`config.mk`:
```
export PLATFORM = sky130hd
export DESIGN_NAME = rtc_trim_prescaler
export DESIGN_NICKNAME = d
export VERILOG_FILES = /design/src/rtl/rtc_trim_prescaler.sv
export SDC_FILE = /design/constraint.sdc
export NUM_CORES = 1
export LEC_CHECK = 0
export BUFFER_PORTS_ARGS = -buffer_cell sky130_fd_sc_hd__clkbuf_2
export CORE_MARGIN = 2
export CORE_UTILIZATION = 55
export CTS_BUF_LIST = sky130_fd_sc_hd__clkbuf_4
export DETAILED_ROUTE_END_ITERATION = 8
export PLACE_DENSITY = 0.76
export SETUP_SLACK_MARGIN = 0.1
export SYNTH_ARGS = -nofsm -noshare
export SYNTH_HDL_FRONTEND = slang
export SYNTH_SLANG_ARGS = --single-unit
```
`constraint.sdc`:
```
create_clock -name clk -period 4.79 [get_ports clk]
set_clock_uncertainty 0.05 [all_clocks]
set_input_delay 0.958 -clock clk [delete_from_list [all_inputs] [get_ports clk]]
set_output_delay 0.958 -clock clk [all_outputs]
set_load 0.02 [all_outputs]
```
`src/rtl/rtc_trim_prescaler.sv`:
```
module rtc_trim_prescaler #(
  parameter int TICKS_PER_SEC = 32768,
  parameter int CAL_WINDOW    = 15,
  parameter int MAG_W         = 5,
  parameter int PROBE_BIT     = 5
) (
  input  logic       clk,
  input  logic       rst_n,
  input  logic       osc_tick,
  input  logic       cfg_we,
  input  logic [1:0] cfg_sel,
  input  logic [7:0] cfg_wdata,
  input  logic       rd_sec,
  output logic [7:0] dq,
  output logic       sec_pulse,
  output logic [5:0] sec_count
);

  localparam int PRE_W = $clog2(TICKS_PER_SEC + 2**MAG_W);
  localparam int WIN_W = (CAL_WINDOW > 1) ? $clog2(CAL_WINDOW) : 1;
  localparam logic [PRE_W-1:0] BASE_LAST = PRE_W'(TICKS_PER_SEC - 1);
  localparam logic [WIN_W-1:0] WIN_LAST  = WIN_W'(CAL_WINDOW - 1);
  localparam logic [1:0] SEL_CTRL = 2'd0;
  localparam logic [1:0] SEL_CAL  = 2'd1;
  localparam logic [1:0] SEL_DAYS = 2'd2;

  logic [PRE_W-1:0]   pre_cnt;
  logic [PRE_W-1:0]   lim;
  logic [PRE_W-1:0]   step;
  logic [WIN_W-1:0]   win_cnt;
  logic [PROBE_BIT:0] raw_div;
  logic [MAG_W:0]     cal_r;
  logic [5:0]         snap;
  logic               whold, rhold, test_en;
  logic               probe, last;

  assign probe = raw_div[PROBE_BIT];
  assign step  = PRE_W'(cal_r[MAG_W-1:0]);

  always_comb begin
    lim = BASE_LAST;
    if (win_cnt == '0)
      lim = cal_r[MAG_W] ? BASE_LAST - step : BASE_LAST + step;
  end

  assign last = osc_tick && (pre_cnt >= lim);

  always_ff @(posedge clk) begin
    if (!rst_n) begin
      pre_cnt   <= '0;
      win_cnt   <= '0;
      raw_div   <= '0;
      cal_r     <= '0;
      snap      <= '0;
      whold     <= 1'b0;
      rhold     <= 1'b0;
      test_en   <= 1'b0;
      sec_pulse <= 1'b0;
      sec_count <= '0;
    end else begin
      sec_pulse <= last;
      if (osc_tick) begin
        raw_div <= raw_div + 1'b1;
        pre_cnt <= last ? '0 : pre_cnt + 1'b1;
      end
      if (last) begin
        win_cnt   <= (win_cnt == WIN_LAST) ? '0 : win_cnt + 1'b1;
        sec_count <= (sec_count == 6'd59) ? 6'd0 : sec_count + 6'd1;
      end
      if (cfg_we) begin
        case (cfg_sel)
          SEL_CTRL: begin
            whold <= cfg_wdata[7];
            rhold <= cfg_wdata[6];
            if (cfg_wdata[6] && !rhold) snap <= sec_count;
          end
          SEL_CAL:  cal_r <= cfg_wdata[MAG_W:0];
          SEL_DAYS: if (whold) test_en <= cfg_wdata[6];
          default: ;
        endcase
      end
    end
  end

  assign dq = !rd_sec ? 8'h00 :
              rhold   ? {2'b00, snap} :
              test_en ? {2'b00, sec_count[5:1], probe} :
                        {2'b00, sec_count};

endmodule

```
==> results.ini, run 1 <==
[outcome]
outcome=completed

[cells_and_area]
instances_no_fill=389
drive_above_1_share_pct=14.0
nets=354
fill_cells=424
synthToLayoutAreaGrowth_pct=8.69
antenna-diode-count=0

[power_and_ir_drop]
power.leakage_nw=1.24
vdd_ir_drop_max_mv=0.173
swShare_pct=25.6
pwr-share-seq_pct=55.9
clockPowerShare_pct=34.2
intPower_mw=0.550
power_density_nw_per_um2=250
switchingPower_mw=0.189
p_comb_share_pct=9.9

[clock_tree]
path_clk_slew_ps=140
cts_made_buffers=5
post-cts-setup-buffers=0
cts_buffer_depth=2
cts_resized=0
clock-sinks=48
cts_tree=yes
clk_latency_ps=380
htreeDepth=2
cts_root_buf=clkbuf_4
hold_buffers=0

[synthesis]
synthAdderAreaFrac_pct=8.64
synth.area.mux_share_pct=10.7
yosys-top-cells-area=dfxtp_1, mux2i_1, ha_1
netlist_top_cells_count=dfxtp_1, mux2i_1, nor2_1, nor2b_1, nand2_1
yosys.area_share.simple_pct=26.7
synth_xor_area_share_pct=6.76
synth_seq_cells=48
synth_compound_area_share_pct=8.51
synth_edf_count=0
yosysMostFrequentCell=dfxtp_1
ys.flop_type=dfxtp_1
synth_seq_area_share_pct=35.3
ys_types=50
postSynthAreaPerCell_um2=9.10
synth_area_leader_cell=dfxtp_1
yosysTopAreaCellShare_pct=35.3
ys_warn_count=0
synth_area_um2=2720
synth_top_family_by_area=simple AND/OR/NAND/NOR gates
async_flop_share_pct=0
synth_cells=299

[global_routing]
antenna_found_initial=0
grt_pass1_wl_um=8510
grt_pass1_vias=1911
track_usage_pct=20.0
grt_max_degree=39
grt_overflow=0

[worst_setup_path]
crit_cells=10
rr_worst_depth=10
cp_cell_sequence=or4_4 > a311oi_1 > ha_1 > a21oi_1 > nor4_1 > a2111oi_0 > nor3_1 > o21ai_1 > nand3_1 > nor2_1
critPathCapture=pre_cnt[2]
crit_required_ps=5050
cp_data_arrival_time_ps=4330
critPathMaxFanout=16
regToRegStartpoint=win_cnt[0]
worstSetupStartpointType=flop
rrSetupSlack_ps=720
max_stage_delay_ps=620
end_kind=flop
rr_endpoint=pre_cnt[2]
crit_type=flop to flop
critPathSlowestCell=or4_4
path_buf_inv=0
cp-startpoint=win_cnt[0]
cpLargestDelayFamily=simple AND/OR/NAND/NOR gates

[detailed_routing]
dr.pass1.iters=5
drtIter0Drc=123
drcViolationCount=0
routed_wl_um=5200
wire_per_inst_um=13.4
via_per_inst=5.36
ant_nets=0
num_vias=2084

[timing]
max_freq_ghz=0.246
rsz0062_at_grt=false
timing.final.crit_share_pct=84.9
relSlewSlack_pct=55.3
min_period_ps=4070
worst_pin_slew_ps=665
finalHoldViolCount=0
setup_viol=0
setup_tns_ps=0
hold_ws_ps=486
drv_slew=0

[floorplanning]
initial_core_util_pct=57.2
rows=25
ios=30
die_x_um=74.3
die_h_um=74.3
design.core.area_um2=4750
dieArea_um2=5530

[flow_run]
maxCapViolCount=0

[placed_design]
dp.cells=381
io_buffers=27
place_congestion=0.803
post-dp-hpwl_um=3810

[worst_hold_path]
hp-class=flop to flop

[tightest hold or removal path: stages, from the launching register on]
cell and delay [ps]:
dfxtp_1 340, mux2i_1 120, nor2b_1 50
[how the worst min path moves through the flow]
stage                    start         end  slack [ps]  cells after the start
floorplan           raw_div[5]  raw_div[5]         410                      2
global placement    win_cnt[3]  win_cnt[3]         450                      2
detailed placement     snap[5]     snap[5]         460                      2
CTS                      whold       whold         490                      2
global route             whold       whold         520                      2
finish                   whold       whold         490                      2
[power groups by stage]
| stage | Sequential (mW) | Combinational [mW] | Clock, mW |
|---|---|---|---|
| after CTS | 0.413 | 0.0741 | 0.263 |
| final | 0.413 | 0.0733 | 0.253 |
| after global routing | 0.414 | 0.0828 | 0.275 |
| after detailed placement | 0.422 | 0.0739 | 0 |
| after global placement | 0.422 | 0.0704 | 0 |
| after floorplan | 0.419 | 0.0574 | 0 |
[per-layer routing]
layer | track usage [%] | up-vias | wire length (um)
met2 | 31.9 | 39 | 2300
met4 | 8.13 | 0 | 112
met5 | 0 | - | 0
met3 | 4.07 | 11 | 165
li1 | - | 1091 | -
met1 | 26.4 | 943 | 2620
[kinds of logic (layout without fill, tap and decap cells)]
family                   count (synthesis)  count (layout)
AO/OA/AOI/OAI                           33              33
XOR/XNOR                                21              21
other                                    1               2
buffers and inverters                   18              40
adder cells (fa/ha/maj)                 19              19
multiplexers                            29              29
flip-flops                              48              48
AND/OR/NAND/NOR                        130             130
[cells in the final DEF, fill, tap and decap left out, types with 5 or more instances in the layout]
cell      count
and3_1        6
clkbuf_2     27
nor3_1        5
a21oi_1      10
xnor2_1      10
xor2_1       11
ha_1         18
mux2i_1      29
o21ai_0       6
and2_1        6
dfxtp_1      48
nor2_1       26
clkbuf_4      5
nand2_1      21
nand3_1      14
inv_1         5
nor2b_1      24
[registers in the layout, summed over array words and instances (netlist names)]
name and flops:
whold 1, sec_count 6, win_cnt 4, snap 6, raw_div 6, rhold 1
sec_pulse 1, test_en 1, cal_r 6, pre_cnt 16
[cell type report]
type                    count  area [um^2]  share of cell area (%)
clock buffers               5         37.5                    1.27
repair buffers             27          135                    4.57
clock inverters             3         46.3                    1.57
flip-flops and latches     48          961                    32.5
multi-input cells         234         1680                    56.6
inverters                   5         18.8                   0.635
well taps                  67         83.8                    2.83
[metrics by stage]
step           instance area [um^2]  utilization [%]  setup WS [ps]  power, mW
6_report                       2960             62.2            723      0.739
5_1_grt                        2960             62.2            411      0.773
4_1_cts                        2960             62.2            670      0.750
3_5_place_dp                   2870             60.4            712      0.496
3_3_place_gp                   2870             60.4            981      0.492
2_1_floorplan                  2730                -           1330      0.476
Note: power is estimated with default switching activity, not from simulation.
==> run 2, diff against run 1 <==
--- a/config.mk
+++ b/config.mk
@@ -5,12 +5,13 @@
 export SDC_FILE = /design/constraint.sdc
 export NUM_CORES = 1
 export LEC_CHECK = 0
+export ABC_AREA = 1
 export BUFFER_PORTS_ARGS = -buffer_cell sky130_fd_sc_hd__clkbuf_2
 export CORE_MARGIN = 2
 export CORE_UTILIZATION = 55
 export CTS_BUF_LIST = sky130_fd_sc_hd__clkbuf_4
 export DETAILED_ROUTE_END_ITERATION = 8
-export PLACE_DENSITY = 0.76
+export PLACE_DENSITY = 0.75
 export SETUP_SLACK_MARGIN = 0.1
 export SYNTH_ARGS = -nofsm -noshare
 export SYNTH_HDL_FRONTEND = slang
==> constraint.sdc (replaced) <==
create_clock -name clk -period 4.2 [get_ports clk]
set_clock_uncertainty 0.05 [all_clocks]
set_input_delay 0.84 -clock clk [delete_from_list [all_inputs] [get_ports clk]]
set_output_delay 0.84 -clock clk [all_outputs]
set_load 0.02 [all_outputs]
==> run 2 against run 1 <==
Compared with the run above: combinational power grew 43%; critical endpoint is now pre_cnt[1]; flip-flop and latch count did not move; synthesized area up 5.4%; clock-buffer cell count unchanged; register-to-register slack gained 770 ps; non-clock buffer count is the same; largest cell class unchanged.
==> results.ini, run 2 <==
[synthesis]
ys.flop_type=dfxtp_1
ys_types=42
ys_warn_count=0
netlist_top_cells_count=nand2_1, inv_1, dfxtp_1, a21oi_1, o21ai_0
synth_area_um2=2870
yosysMostFrequentCell=nand2_1
postSynthAreaPerCell_um2=7.21
synth_cells=398
async_flop_share_pct=0
yosysTopAreaCellShare_pct=33.5
synth_seq_area_share_pct=33.5
yosys-top-cells-area=dfxtp_1, nand2_1, ha_1
synth_edf_count=0
synth_area_leader_cell=dfxtp_1
synth_seq_cells=48

[timing]
setup_tns_ps=0
finalHoldViolCount=0
relSlewSlack_pct=66.3
setup_viol=0
timing.final.crit_share_pct=64.5
drv_slew=0
min_period_ps=2710
rsz0062_at_grt=false
max_freq_ghz=0.369
worst_pin_slew_ps=502

[flow_run]
maxCapViolCount=0

[detailed_routing]
dr.pass1.iters=4
ant_nets=0
drcViolationCount=0
num_vias=2514
wire_per_inst_um=11.5
drtIter0Drc=146
via_per_inst=5.10
routed_wl_um=5650

[floorplanning]
design.core.area_um2=5070
rows=26
die_h_um=76.2
ios=30
initial_core_util_pct=56.5
dieArea_um2=5810
die_x_um=76.2

[cells_and_area]
final_cell_mix=nand2_1, inv_1, dfxtp_1, a21oi_1, o21ai_0
antenna-diode-count=0
regMostFlops=pre_cnt
drive_above_1_share_pct=15.6
nets=455
synthToLayoutAreaGrowth_pct=6.89
largest_reg_flops=16
fin_area_um2=3070
final_common_cell=nand2_1

[clock_tree]
clock-sinks=48
cts_resized=0
htreeDepth=2
cts_tree=yes
post-cts-setup-buffers=0
hold_buffers=0
path_clk_slew_ps=150
cts_buffer_depth=2
cts_root_buf=clkbuf_4
clk_latency_ps=370
cts_made_buffers=5

[power_and_ir_drop]
power.leakage_nw=1.32
power_density_nw_per_um2=262
vdd_ir_drop_max_mv=0.220
total_power_mw=0.802

[worst_setup_path]
worstSetupStartpointType=flop
cp_data_arrival_time_ps=2970
end_kind=flop
crit_required_ps=4460
crit_type=flop to flop
critPathMaxFanout=14

[placed_design]
place_congestion=0.830
post-dp-hpwl_um=4320
io_buffers=27
placed_area_um2=3010

[global_routing]
grt_max_degree=27
antenna_found_initial=0
track_usage_pct=20.6
grt_overflow=0
grt_pass1_vias=2285
grt_pass1_wl_um=9920

[outcome]
outcome=completed

[worst_hold_path]
hp-class=flop to flop

-- run 2: layout make-up --
class                   instances  area, um^2
fillers                       487        2010
multi-input cells             280        1600
flip-flops and latches         48         961
inverters                      60         225
repair buffers                 27         135
well taps                      70        87.6
clock buffers                   5        37.5
clock inverters                 3        17.5
-- run 2: per-layer routing --
layer / vias to the layer above / global-route usage [%] / wire length (um)
li1: 1336 / - / -
met3: 12 / 3.67 / 156
met5: - / 0 / 0
met4: 0 / 7.09 / 102
met2: 31 / 35.0 / 2640
met1: 1135 / 26.3 / 2750
-- run 2: critical path: stages, from the launching register on --
cell,delay (ps)
dfxtp_1,350
inv_1,70
ha_1,210
inv_1,110
nor3_4,50
ha_1,180
nor3_1,260
ha_1,280
and3_1,170
nand3_2,80
inv_1,70
a21oi_4,160
nand2_4,120
nand2_8,140
nand2_4,160
a21oi_1,170
-- run 2: power breakdown --
group | total [mW] | leakage, nW | switching [mW] | internal (mW)
registers | 0.473 | 0.389 | 0.00844 | 0.465
logic | 0.105 | 0.901 | 0.0671 | 0.0378
clock network | 0.224 | 0.0330 | 0.159 | 0.0650
-- run 2: final timing paths --
kind | slack (ps) | cells past startpoint | end | start
worst max-delay path | 1490 | 15 | pre_cnt[1] | cal_r[0]
worst min-delay path | 410 | 2 | snap[3] | snap[3]
worst max register to register | 1490 | 15 | pre_cnt[1] | cal_r[0]
worst min register to register | 410 | 2 | snap[3] | snap[3]
-- run 2: metrics by stage --
stage                     worst slack [ps]  util [%]  hold slack (ps)  cells
final                                 1490      60.4              413    493
after detailed placement              1490      59.3              398    485
after CTS                             1480      60.4              419    493
after global routing                  1230      60.4              444    493
after floorplan                       1790         -              380    399
after global placement                1590      59.3              393    485
-- run 2: cells by family after synthesis --
family	Yosys count	share of synthesized area, %
buf+inv	71	10.8
simple gates	165	28.8
other cells	1	0.131
flops	48	33.5
xor+xnor	9	2.75
compound gates	86	16.1
fa+ha+maj	18	7.85
==> run 3, diff against run 2 <==
==> constraint.sdc (replaced) <==
create_clock -name clk -period 2.6 [get_ports clk]
set_clock_uncertainty 0.05 [all_clocks]
set_input_delay 0.52 -clock clk [delete_from_list [all_inputs] [get_ports clk]]
set_output_delay 0.52 -clock clk [all_outputs]
set_load 0.02 [all_outputs]
==> run 3 against run 2 <==
Compared with the run above: clock power grew 49%; via count grew 2.4%; non-clock buffer count grew 6; final cell count grew 1.6%; largest power group unchanged; core utilization grew 3.2 points; worst hold slack lost 72 ps; die area is the same; sequential power grew 62%; wire length grew 7.0%; critical path depth is the same; cell area grew 5.3%; global-route usage grew 0.50 points.
==> results.ini, run 3 (synthesis results as in run 2) <==
[clock_tree]
clk_latency_ps=360
htreeDepth=2
cts_buffer_depth=2
path_clk_slew_ps=140
hold_buffers=0
cts_made_buffers=5
cts_tree=yes
clock-sinks=48
cts_root_buf=clkbuf_4

[power_and_ir_drop]
total_power_mw=1.29
power_density_nw_per_um2=401
power.leakage_nw=1.38
vdd_ir_drop_max_mv=0.221

[global_routing]
grt_overflow=0
track_usage_pct=21.1
grt_pass1_vias=2318
grt_pass1_wl_um=10200
antenna_found_initial=0
grt_max_degree=27

[cells_and_area]
regMostFlops=pre_cnt
fin_area_um2=3230
synthToLayoutAreaGrowth_pct=12.5
final_cell_mix=nand2_1, inv_1, dfxtp_1, a21oi_1, o21ai_0
final_common_cell=nand2_1
antenna-diode-count=0
nets=463
drive_above_1_share_pct=21.3
largest_reg_flops=16

[timing]
timing.final.crit_share_pct=96.2
rsz0062_at_grt=true
min_period_ps=2500
setup_tns_ps=0
relSlewSlack_pct=55.2
drv_slew=0
max_freq_ghz=0.400
worst_pin_slew_ps=671
finalHoldViolCount=0
setup_viol=0

[floorplanning]
die_x_um=76.2
dieArea_um2=5810
design.core.area_um2=5070
ios=30
rows=26
initial_core_util_pct=56.5
die_h_um=76.2

[detailed_routing]
wire_per_inst_um=12.1
drcViolationCount=0
drtIter0Drc=117
routed_wl_um=6040
via_per_inst=5.14
dr.pass1.iters=4
num_vias=2574
ant_nets=0

[worst_setup_path]
crit_type=flop to flop
rrSetupSlack_ps=100
critPathMaxFanout=8
end_kind=flop
worstSetupStartpointType=flop
crit_required_ps=2800
cp_data_arrival_time_ps=2700

[flow_run]
maxCapViolCount=0

[worst_hold_path]
hp-class=primary input to flop

[outcome]
outcome=completed

[placed_design]
placed_area_um2=3030
place_congestion=0.847
io_buffers=27
post-dp-hpwl_um=4330

[run 3: cell count changes in the layout (fill, tap and decap cells not counted), moves of 3 or more]
cell / before / now
a21oi_1: 41 / 37
a21oi_2: 0 / 4
buf_4: 0 / 3
buf_6: 0 / 3
inv_1: 57 / 54
nor2_1: 27 / 24
nor2_4: 1 / 4
[run 3: layout make-up]
class,count,area (um^2)
multi-input combinational,282,1710
timing repair buffer,33,191
fill,487,1850
clock buffer,5,37.5
tap,70,87.6
sequential,48,963
clock inverter,3,13.8
inverter,60,228
[run 3: worst max-delay path: stages, from the launching register on]
cell and delay, ps:
dfxtp_1 420, inv_1 100, nand3_4 170, nor2_8 60
o21ai_1 160, inv_1 120, ha_1 310, and3_1 180
nand3_2 90, nor3_2 180, nand2_2 90, nand2_4 110
nand2_8 110, buf_6 150, nand3_2 40, nand2_1 60
[run 3: stage by stage]
stage,std cells,util [%],hold WS (ps),worst slack [ps]
after global placement,488,59.8,392,82.6
after detailed placement,488,59.8,395,-35.7
after CTS,499,62.2,329,115
final,501,63.6,341,99.9
after floorplan,399,-,380,189
after global routing,501,63.6,350,-99.2
[run 3: where the power goes]
group          internal [mW]  total [mW]  switching, mW
sequential             0.751       0.764         0.0133
combinational         0.0741       0.196          0.122
clock                 0.0998       0.334          0.234
total                  0.925        1.29          0.370
[run 3: per-layer routing]
layer / track usage (%) / wire, um / vias up
li1: - / - / 1358
met1: 25.8 / 2810 / 1175
met2: 37.3 / 2970 / 34
met3: 4.27 / 182 / 7
met4: 6.36 / 77 / 0
met5: 0 / 0 / -
[run 3: worst paths after layout]
| kind | start | to | cells after the start |
|---|---|---|---|
| max | win_cnt[2] | win_cnt[2] | 15 |
| min | cfg_wdata[7] | whold | 3 |
| max reg2reg | win_cnt[2] | win_cnt[2] | 15 |
| min reg2reg | snap[2] | snap[2] | 2 |
[run 3: timing repair]
action	CTS	global route
endpoints found under the setup margin	25	27
buffers inserted	2	1
pin swaps	4	19
cloned	1	1
gates resized for setup	14	14
